--- config.mk ---
export PLATFORM = sky130hd
export DESIGN_NAME = trig_fabric
export DESIGN_NICKNAME = d
export VERILOG_FILES = /design/src/rtl/trig_fabric_pkg.sv /design/src/rtl/thr_cmp.sv /design/src/rtl/dn_timer.sv /design/src/rtl/pulse_cnt.sv /design/src/rtl/trig_fabric.sv
export SDC_FILE = /design/constraint.sdc
export NUM_CORES = 1
export LEC_CHECK = 0
export BUFFER_PORTS_ARGS = -buffer_cell sky130_fd_sc_hd__buf_4
export CAP_MARGIN = 30
export CORE_MARGIN = 2
export CORE_UTILIZATION = 32
export CTS_CLUSTER_DIAMETER = 80
export DETAILED_ROUTE_END_ITERATION = 12
export HOLD_SLACK_MARGIN = 0.06
export SKIP_CTS_REPAIR_TIMING = 1
export SYNTH_ARGS = -nofsm -noshare
export SYNTH_HDL_FRONTEND = slang
export SYNTH_SLANG_ARGS = --single-unit
--- constraint.sdc ---
create_clock -name clk -period 3.8 [get_ports clk]
set_clock_uncertainty 0.2 [all_clocks]
set_input_delay 0.38 -clock clk [delete_from_list [all_inputs] [get_ports clk]]
set_output_delay 0.38 -clock clk [all_outputs]
set_load 0.05 [all_outputs]
--- src/rtl/trig_fabric_pkg.sv ---
package trig_fabric_pkg;
    // Producer codes selected by each routing field
    typedef enum logic [2:0] {
        SRC_NONE = 3'd0,
        SRC_CMP  = 3'd1,
        SRC_TMR  = 3'd2,
        SRC_PIN  = 3'd3,
        SRC_PCNT = 3'd4
    } src_e;

    localparam int SRC_W   = 3;
    localparam int N_CONS  = 3;
    // Consumer slots inside the routing word
    localparam int CON_TMR  = 0;
    localparam int CON_DAC  = 1;
    localparam int CON_PCNT = 2;

    // Register addresses
    localparam logic [2:0] A_THR   = 3'd0;
    localparam logic [2:0] A_PER   = 3'd1;
    localparam logic [2:0] A_TGT   = 3'd2;
    localparam logic [2:0] A_ROUTE = 3'd3;
    localparam logic [2:0] A_CLR   = 3'd4;

    typedef enum logic {C_BELOW, C_ABOVE}   cmp_st_e;
    typedef enum logic {T_IDLE, T_RUN}      tmr_st_e;
    typedef enum logic {P_QUIET, P_FLAGGED} pc_st_e;
endpackage

--- src/rtl/thr_cmp.sv ---
module thr_cmp
    import trig_fabric_pkg::*;
#(
    parameter int DW = 16
) (
    input  logic          clk,
    input  logic          rst_n,
    input  logic [DW-1:0] thr,
    input  logic          smp_valid,
    input  logic [DW-1:0] smp_data,
    output logic          rise_evt
);
    cmp_st_e state, nxt;
    logic    fire;
    logic    at_or_above;

    assign at_or_above = (smp_data >= thr);

    always_ff @(posedge clk) begin
        if (!rst_n) begin
            state    <= C_BELOW;
            rise_evt <= 1'b0;
        end else begin
            state    <= nxt;
            rise_evt <= fire;
        end
    end

    always_comb begin
        nxt  = state;
        fire = 1'b0;
        if (smp_valid) begin
            unique case (state)
                C_BELOW: if (at_or_above) begin
                    nxt  = C_ABOVE;
                    fire = 1'b1;
                end
                C_ABOVE: if (!at_or_above) nxt = C_BELOW;
            endcase
        end
    end

    // an event only follows a valid sample at or above threshold
    a_r2_evt_from_sample: assert property (@(posedge clk) disable iff (!rst_n)
        rise_evt |-> ($past(smp_valid) && ($past(smp_data) >= $past(thr))));
    // crossing events never repeat on back-to-back cycles
    a_r9_cmp_single: assert property (@(posedge clk) disable iff (!rst_n)
        rise_evt |=> !rise_evt);
endmodule

--- src/rtl/dn_timer.sv ---
module dn_timer
    import trig_fabric_pkg::*;
#(
    parameter int CW = 16
) (
    input  logic          clk,
    input  logic          rst_n,
    input  logic [CW-1:0] period,
    input  logic          start,
    output logic          zero_evt
);
    tmr_st_e       state, nxt;
    logic [CW-1:0] cnt, cnt_nxt;
    logic          fire;

    always_ff @(posedge clk) begin
        if (!rst_n) begin
            state    <= T_IDLE;
            cnt      <= '0;
            zero_evt <= 1'b0;
        end else begin
            state    <= nxt;
            cnt      <= cnt_nxt;
            zero_evt <= fire;
        end
    end

    always_comb begin
        nxt     = state;
        cnt_nxt = cnt;
        fire    = 1'b0;
        unique case (state)
            T_IDLE: if (start) begin
                nxt     = T_RUN;
                cnt_nxt = period;
            end
            T_RUN: if (cnt <= CW'(1)) begin
                nxt  = T_IDLE;
                fire = 1'b1;
            end else begin
                cnt_nxt = cnt - CW'(1);
            end
        endcase
    end

    // a start while running does not reload the count
    a_r5_start_ignored: assert property (@(posedge clk) disable iff (!rst_n)
        (state == T_RUN && start && cnt > CW'(1)) |=> (cnt == $past(cnt) - CW'(1)));
    // the zero event only ends a running countdown
    a_r4_zero_from_run: assert property (@(posedge clk) disable iff (!rst_n)
        zero_evt |-> ($past(state) == T_RUN && state == T_IDLE));
endmodule

--- src/rtl/pulse_cnt.sv ---
module pulse_cnt
    import trig_fabric_pkg::*;
#(
    parameter int CW = 16
) (
    input  logic          clk,
    input  logic          rst_n,
    input  logic [CW-1:0] target,
    input  logic          inc,
    input  logic          clr,
    output logic          hit_evt,
    output logic          irq
);
    pc_st_e        state, nxt;
    logic [CW-1:0] count, count_nxt;
    logic [CW:0]   bumped;
    logic          hit;

    assign bumped = {1'b0, count} + (CW+1)'(1);
    assign hit    = inc && (bumped >= {1'b0, target});

    always_ff @(posedge clk) begin
        if (!rst_n) begin
            state   <= P_QUIET;
            count   <= '0;
            hit_evt <= 1'b0;
        end else begin
            state   <= nxt;
            count   <= count_nxt;
            hit_evt <= hit;
        end
    end

    always_comb begin
        count_nxt = count;
        if (hit)      count_nxt = '0;
        else if (inc) count_nxt = bumped[CW-1:0];
        nxt = state;
        unique case (state)
            P_QUIET:   if (hit) nxt = P_FLAGGED;
            P_FLAGGED: if (clr && !hit) nxt = P_QUIET;
        endcase
    end

    always_comb irq = (state == P_FLAGGED);

    // a hit leaves the interrupt raised and the count at zero
    a_r7_hit_sets_irq: assert property (@(posedge clk) disable iff (!rst_n)
        hit_evt |-> (irq && count == '0));
    // without a clear the interrupt holds
    a_r8_irq_sticky: assert property (@(posedge clk) disable iff (!rst_n)
        (irq && !clr) |=> irq);
endmodule

--- src/rtl/trig_fabric.sv ---
module trig_fabric
    import trig_fabric_pkg::*;
#(
    parameter int DW = 16
) (
    input  logic          clk,
    input  logic          rst_n,
    input  logic          cfg_we,
    input  logic [2:0]    cfg_addr,
    input  logic [DW-1:0] cfg_wdata,
    input  logic          smp_valid,
    input  logic [DW-1:0] smp_data,
    input  logic          pulse_in,
    output logic          dac_start,
    output logic          wake_irq
);
    localparam int RW    = SRC_W * N_CONS;
    localparam int NSRC  = 1 << SRC_W;

    logic [DW-1:0]   thr_q, per_q, tgt_q;
    logic [RW-1:0]   route_q;
    logic            clr;
    logic            pin_q, pin_evt;
    logic            cmp_evt, tmr_evt, pc_evt;
    logic [NSRC-1:0] src_vec;
    logic [N_CONS-1:0] cons;

    assign clr = cfg_we && (cfg_addr == A_CLR);

    always_ff @(posedge clk) begin
        if (!rst_n) begin
            thr_q   <= '0;
            per_q   <= '0;
            tgt_q   <= '0;
            route_q <= '0;
            pin_q   <= 1'b0;
            pin_evt <= 1'b0;
        end else begin
            pin_q   <= pulse_in;
            pin_evt <= pulse_in && !pin_q;
            if (cfg_we) begin
                unique case (cfg_addr)
                    A_THR:   thr_q   <= cfg_wdata;
                    A_PER:   per_q   <= cfg_wdata;
                    A_TGT:   tgt_q   <= cfg_wdata;
                    A_ROUTE: route_q <= cfg_wdata[RW-1:0];
                    default: ;
                endcase
            end
        end
    end

    // Producer vector indexed by routing code; unused codes stay zero
    always_comb begin
        src_vec           = '0;
        src_vec[SRC_CMP]  = cmp_evt;
        src_vec[SRC_TMR]  = tmr_evt;
        src_vec[SRC_PIN]  = pin_evt;
        src_vec[SRC_PCNT] = pc_evt;
    end

    for (genvar c = 0; c < N_CONS; c++) begin : g_route
        assign cons[c] = src_vec[route_q[c*SRC_W +: SRC_W]];
    end

    thr_cmp #(.DW(DW)) u_cmp (
        .clk(clk), .rst_n(rst_n), .thr(thr_q),
        .smp_valid(smp_valid), .smp_data(smp_data), .rise_evt(cmp_evt)
    );

    dn_timer #(.CW(DW)) u_tmr (
        .clk(clk), .rst_n(rst_n), .period(per_q),
        .start(cons[CON_TMR]), .zero_evt(tmr_evt)
    );

    pulse_cnt #(.CW(DW)) u_pc (
        .clk(clk), .rst_n(rst_n), .target(tgt_q), .inc(cons[CON_PCNT]),
        .clr(clr), .hit_evt(pc_evt), .irq(wake_irq)
    );

    assign dac_start = cons[CON_DAC];

    // an unrouted DAC field keeps the strobe low
    a_r6_dac_unrouted: assert property (@(posedge clk) disable iff (!rst_n)
        (route_q[CON_DAC*SRC_W +: SRC_W] == 3'd0 ||
         route_q[CON_DAC*SRC_W +: SRC_W] > 3'd4) |-> !dac_start);
    // the interrupt falls only after a clear write
    a_r8_fall_needs_clear: assert property (@(posedge clk) disable iff (!rst_n)
        $fell(wake_irq) |-> $past(clr));
    // the pin edge event lasts one cycle
    a_r9_pin_single: assert property (@(posedge clk) disable iff (!rst_n)
        pin_evt |=> !pin_evt);
endmodule

==> results.toml <==
[detailed_routing]
routedWlPerCell_um = 14.4
met3_length_um = 596
ant_nets = 0
top_layer_used = "met4"
drt_pass1_iterations = 5
routed_wl_mm = 13.4
drt-met1-wl_mm = 6.50
drt-vias-per-instance = 5.04
vias = 4674
wl_met2_mm = 6.11
remaining_drc_errors = 0
drt_iter0_drc = 283

[clock_tree]
clk_latency_ns = 0.35
clk_path_buf_depth = 2
cts_buffers = 9
cts_tree = "yes"
root_buffer = "clkbuf_16"
path_clk_slew_ns = 0.07
cts_htree_levels = 3
cts.sinks = 97

[critical_path]
slowest_stage = "dfxtp_1"
crit_chain = "ha_1, nand3_1, nor3_1, nand2_1, xnor2_1, ha_1, nand4_1, o41ai_1, a22oi_1, nand4b_1, buf_4, o21ai_0, a32o_1"
start_kind = "flop"
slowest_delay_ns = 0.41
cp_num_buf_inv = 1
critPathRequiredTime_ns = 3.85
path_class = "reg -> reg"
worstPathMaxFanout = 19
cpMostUsedCell = "ha_1"
crit_family = "simple AND/OR/NAND/NOR gates"
cp.arrival_ns = 3.58
setup.worst_path.end_class = "flop"

[sta]
final.period_utilization_pct = 93.0
tns_ns = 0
fin_crit_ns = 3.53
rsz0062_at_grt = "false"
finalHoldViolCount = 0
setup_viol = 0
fmax_mhz = 283
whs_ns = 0.0628
max_slew_margin_pct = 44.3
tightest_slew_ns = 0.829
finalMaxSlewViolations = 0

[power]
p_sw_share_pct = 23.4
netSwitchingPower_mw = 0.536
seqPwrFrac_pct = 45.5
pwr-share-clk_pct = 46.2
p_per_area_nw_per_um2 = 380
leakage_nw = 2.27
vdd_ir_drop_max_mv = 0.257
p_int_mw = 1.75
pwr-share-comb_pct = 8.2

[synthesis]
ys_seq_area_share_pct = 37.3
syn_area_per_cell_um2 = 7.59
ys_types = 56
ys_warn_count = 0
netlist_instances = 686
syn_nets = 761
ys_ff_latch = 97
netlist_area_um2 = 5210
yosysTopAreaCell = "dfxtp_1"
synth_top_flop_cell = "dfxtp_1"
netlist.area_leader.share_pct = 37.3
synth_edf_count = 0
synthArstFlopShare_pct = 0
synthTopCellsByArea = "dfxtp_1 (37%), nand2_1 (12%), ha_1 (8.4%)"

[hold_path]
hold_class = "in -> reg"

[global_routing]
antenna_found_initial = 0
grt_util_all_layers_pct = 15.7
grt_max_degree = 47
grt_overflow_total = 0
grt_pass1_vias = 4391
grt_first_pass_wirelength_mm = 22.1

[final_layout]
seqCellArea_um2 = 1940
fin_area_um2 = 6030
num-nets-final = 782
fillers = 1730
multiInputGateArea_um2 = 2930
diodes = 0
drive_above_1_share_pct = 10.8
instances_no_fill = 928
post-route-util_pct = 38.0
syn_to_final_growth_pct = 15.9

[place]
dp_hpwl_mm = 9.45
dpl.cell_count = 911
place_area_um2 = 5680
gp_congestion = 0.802
port_buffers = 41

[die]
die_h_um = 132
core_area_um2 = 15900
die_area_um2 = 17300
die_w_um = 132
initial_core_util_pct = 32.8
rows = 46
num_io_pins = 42

[run_status]
status = "finished clean"

[job]
maxCapViolations = 0
-- worst register-to-register path: cells and delay by family, from the launching register on --
family	cells	cell delay, ns
XOR/XNOR	1	0.16
flip-flops	1	0.41
adder cells (fa/ha/maj)	2	0.57
AO/OA/AOI/OAI	4	0.91
AND/OR/NAND/NOR	5	0.94
buffers and inverters	1	0.25
-- sequential cells by signal (all words and copies together), names as in the netlist --
| name | cells |
|---|---|
| per_q | 16 |
| pin_evt | 1 |
| pin_q | 1 |
| route_q | 9 |
| tgt_q | 16 |
| thr_q | 16 |
| u_cmp.rise_evt | 1 |
| u_cmp.state | 1 |
| u_pc.count | 16 |
| u_pc.hit_evt | 1 |
| u_pc.irq | 1 |
| u_tmr.cnt | 16 |
| u_tmr.state | 1 |
| u_tmr.zero_evt | 1 |
-- logic make-up (layout without fill, tap and decap cells) --
| family | after synthesis | after routing | synth area share (%) |
|---|---|---|---|
| DFF | 97 | 97 | 37.3 |
| adders and majority gates | 35 | 35 | 8.41 |
| AOI/OAI and AO/OA | 167 | 167 | 20.8 |
| buffers and inverters | 86 | 112 | 6.56 |
| and+or+nand+nor | 283 | 283 | 23.8 |
| xor gates and xnor gates | 14 | 14 | 2.35 |
| muxes | 4 | 4 | 0.793 |
-- synthesized netlist by cell type, types with 3 or more instances --
library cell and number:
inv_1 45, a31oi_1 12, clkbuf_1 37, a211oi_1 3
mux2i_1 3, ha_1 35, o32ai_1 11, nor2_1 45
nand2_1 161, xnor2_1 11, nor2b_1 14, o22ai_1 3
nand3_1 16, o21ai_0 10, a31o_2 3, dfxtp_1 97
nand4_1 9, a2bb2oi_1 5, a221o_1 7, xor2_1 3
nor3_1 13, or3_1 8, o2bb2ai_1 3, a21oi_1 85
a21o_1 5
-- cells in the final DEF, fill, tap and decap left out, types with 5 or more instances in the layout --
master       n
dfxtp_1     97
nand3_1     16
o32ai_1     11
buf_4       50
or3_1        8
nand4_1      9
a221o_1      7
o21ai_0     10
a2bb2oi_1    5
a21o_1       5
a21oi_1     85
clkbuf_16    9
a31oi_1     12
nor2_1      45
nand2_1    161
nor3_1      13
xnor2_1     11
inv_1       44
ha_1        35
nor2b_1     14
-- routing by layer --
layer | track usage, % | vias up
met4 | 4.35 | 0
li1 | - | 2413
met3 | 3.36 | 8
met2 | 24.8 | 88
met5 | 0 | -
met1 | 21.7 | 2165
-- path summary, 6_finish.rpt --
path | slack, ns | end | from | depth (start not counted)
worst max-delay path | 0.27 | u_pc.count[10] | u_pc.count[0] | 13
worst min-delay path | 0.06 | pin_q | pulse_in | 2
worst max register to register | 0.27 | u_pc.count[10] | u_pc.count[0] | 13
worst min register to register | 0.19 | pin_evt | pin_q | 1
-- per-stage QoR --
stage	setup WS [ns]	power, mW
5_1_grt	0.0427	2.38
3_5_place_dp	0.337	1.25
2_1_floorplan	0.192	1.17
3_3_place_gp	0.366	1.25
6_report	0.268	2.29
4_1_cts	0.322	2.32
-- power by group through the flow --
stage / combinational [mW] / sequential (mW) / clock, mW
2_1_floorplan: 0.108 / 1.06 / 0
3_3_place_gp: 0.188 / 1.07 / 0
3_5_place_dp: 0.188 / 1.07 / 0
4_1_cts: 0.189 / 1.04 / 1.09
5_1_grt: 0.211 / 1.04 / 1.12
6_report: 0.189 / 1.04 / 1.06
-- layout make-up --
cell class	instances	area share (%)
multi-input combinational	503	48.5
sequential	97	32.2
timing repair buffer	51	6.39
clock inverter	6	1.89
clock buffer	10	3.79
inverter	45	2.80
tap	216	4.48
Power figures use the tool's default switching activity.
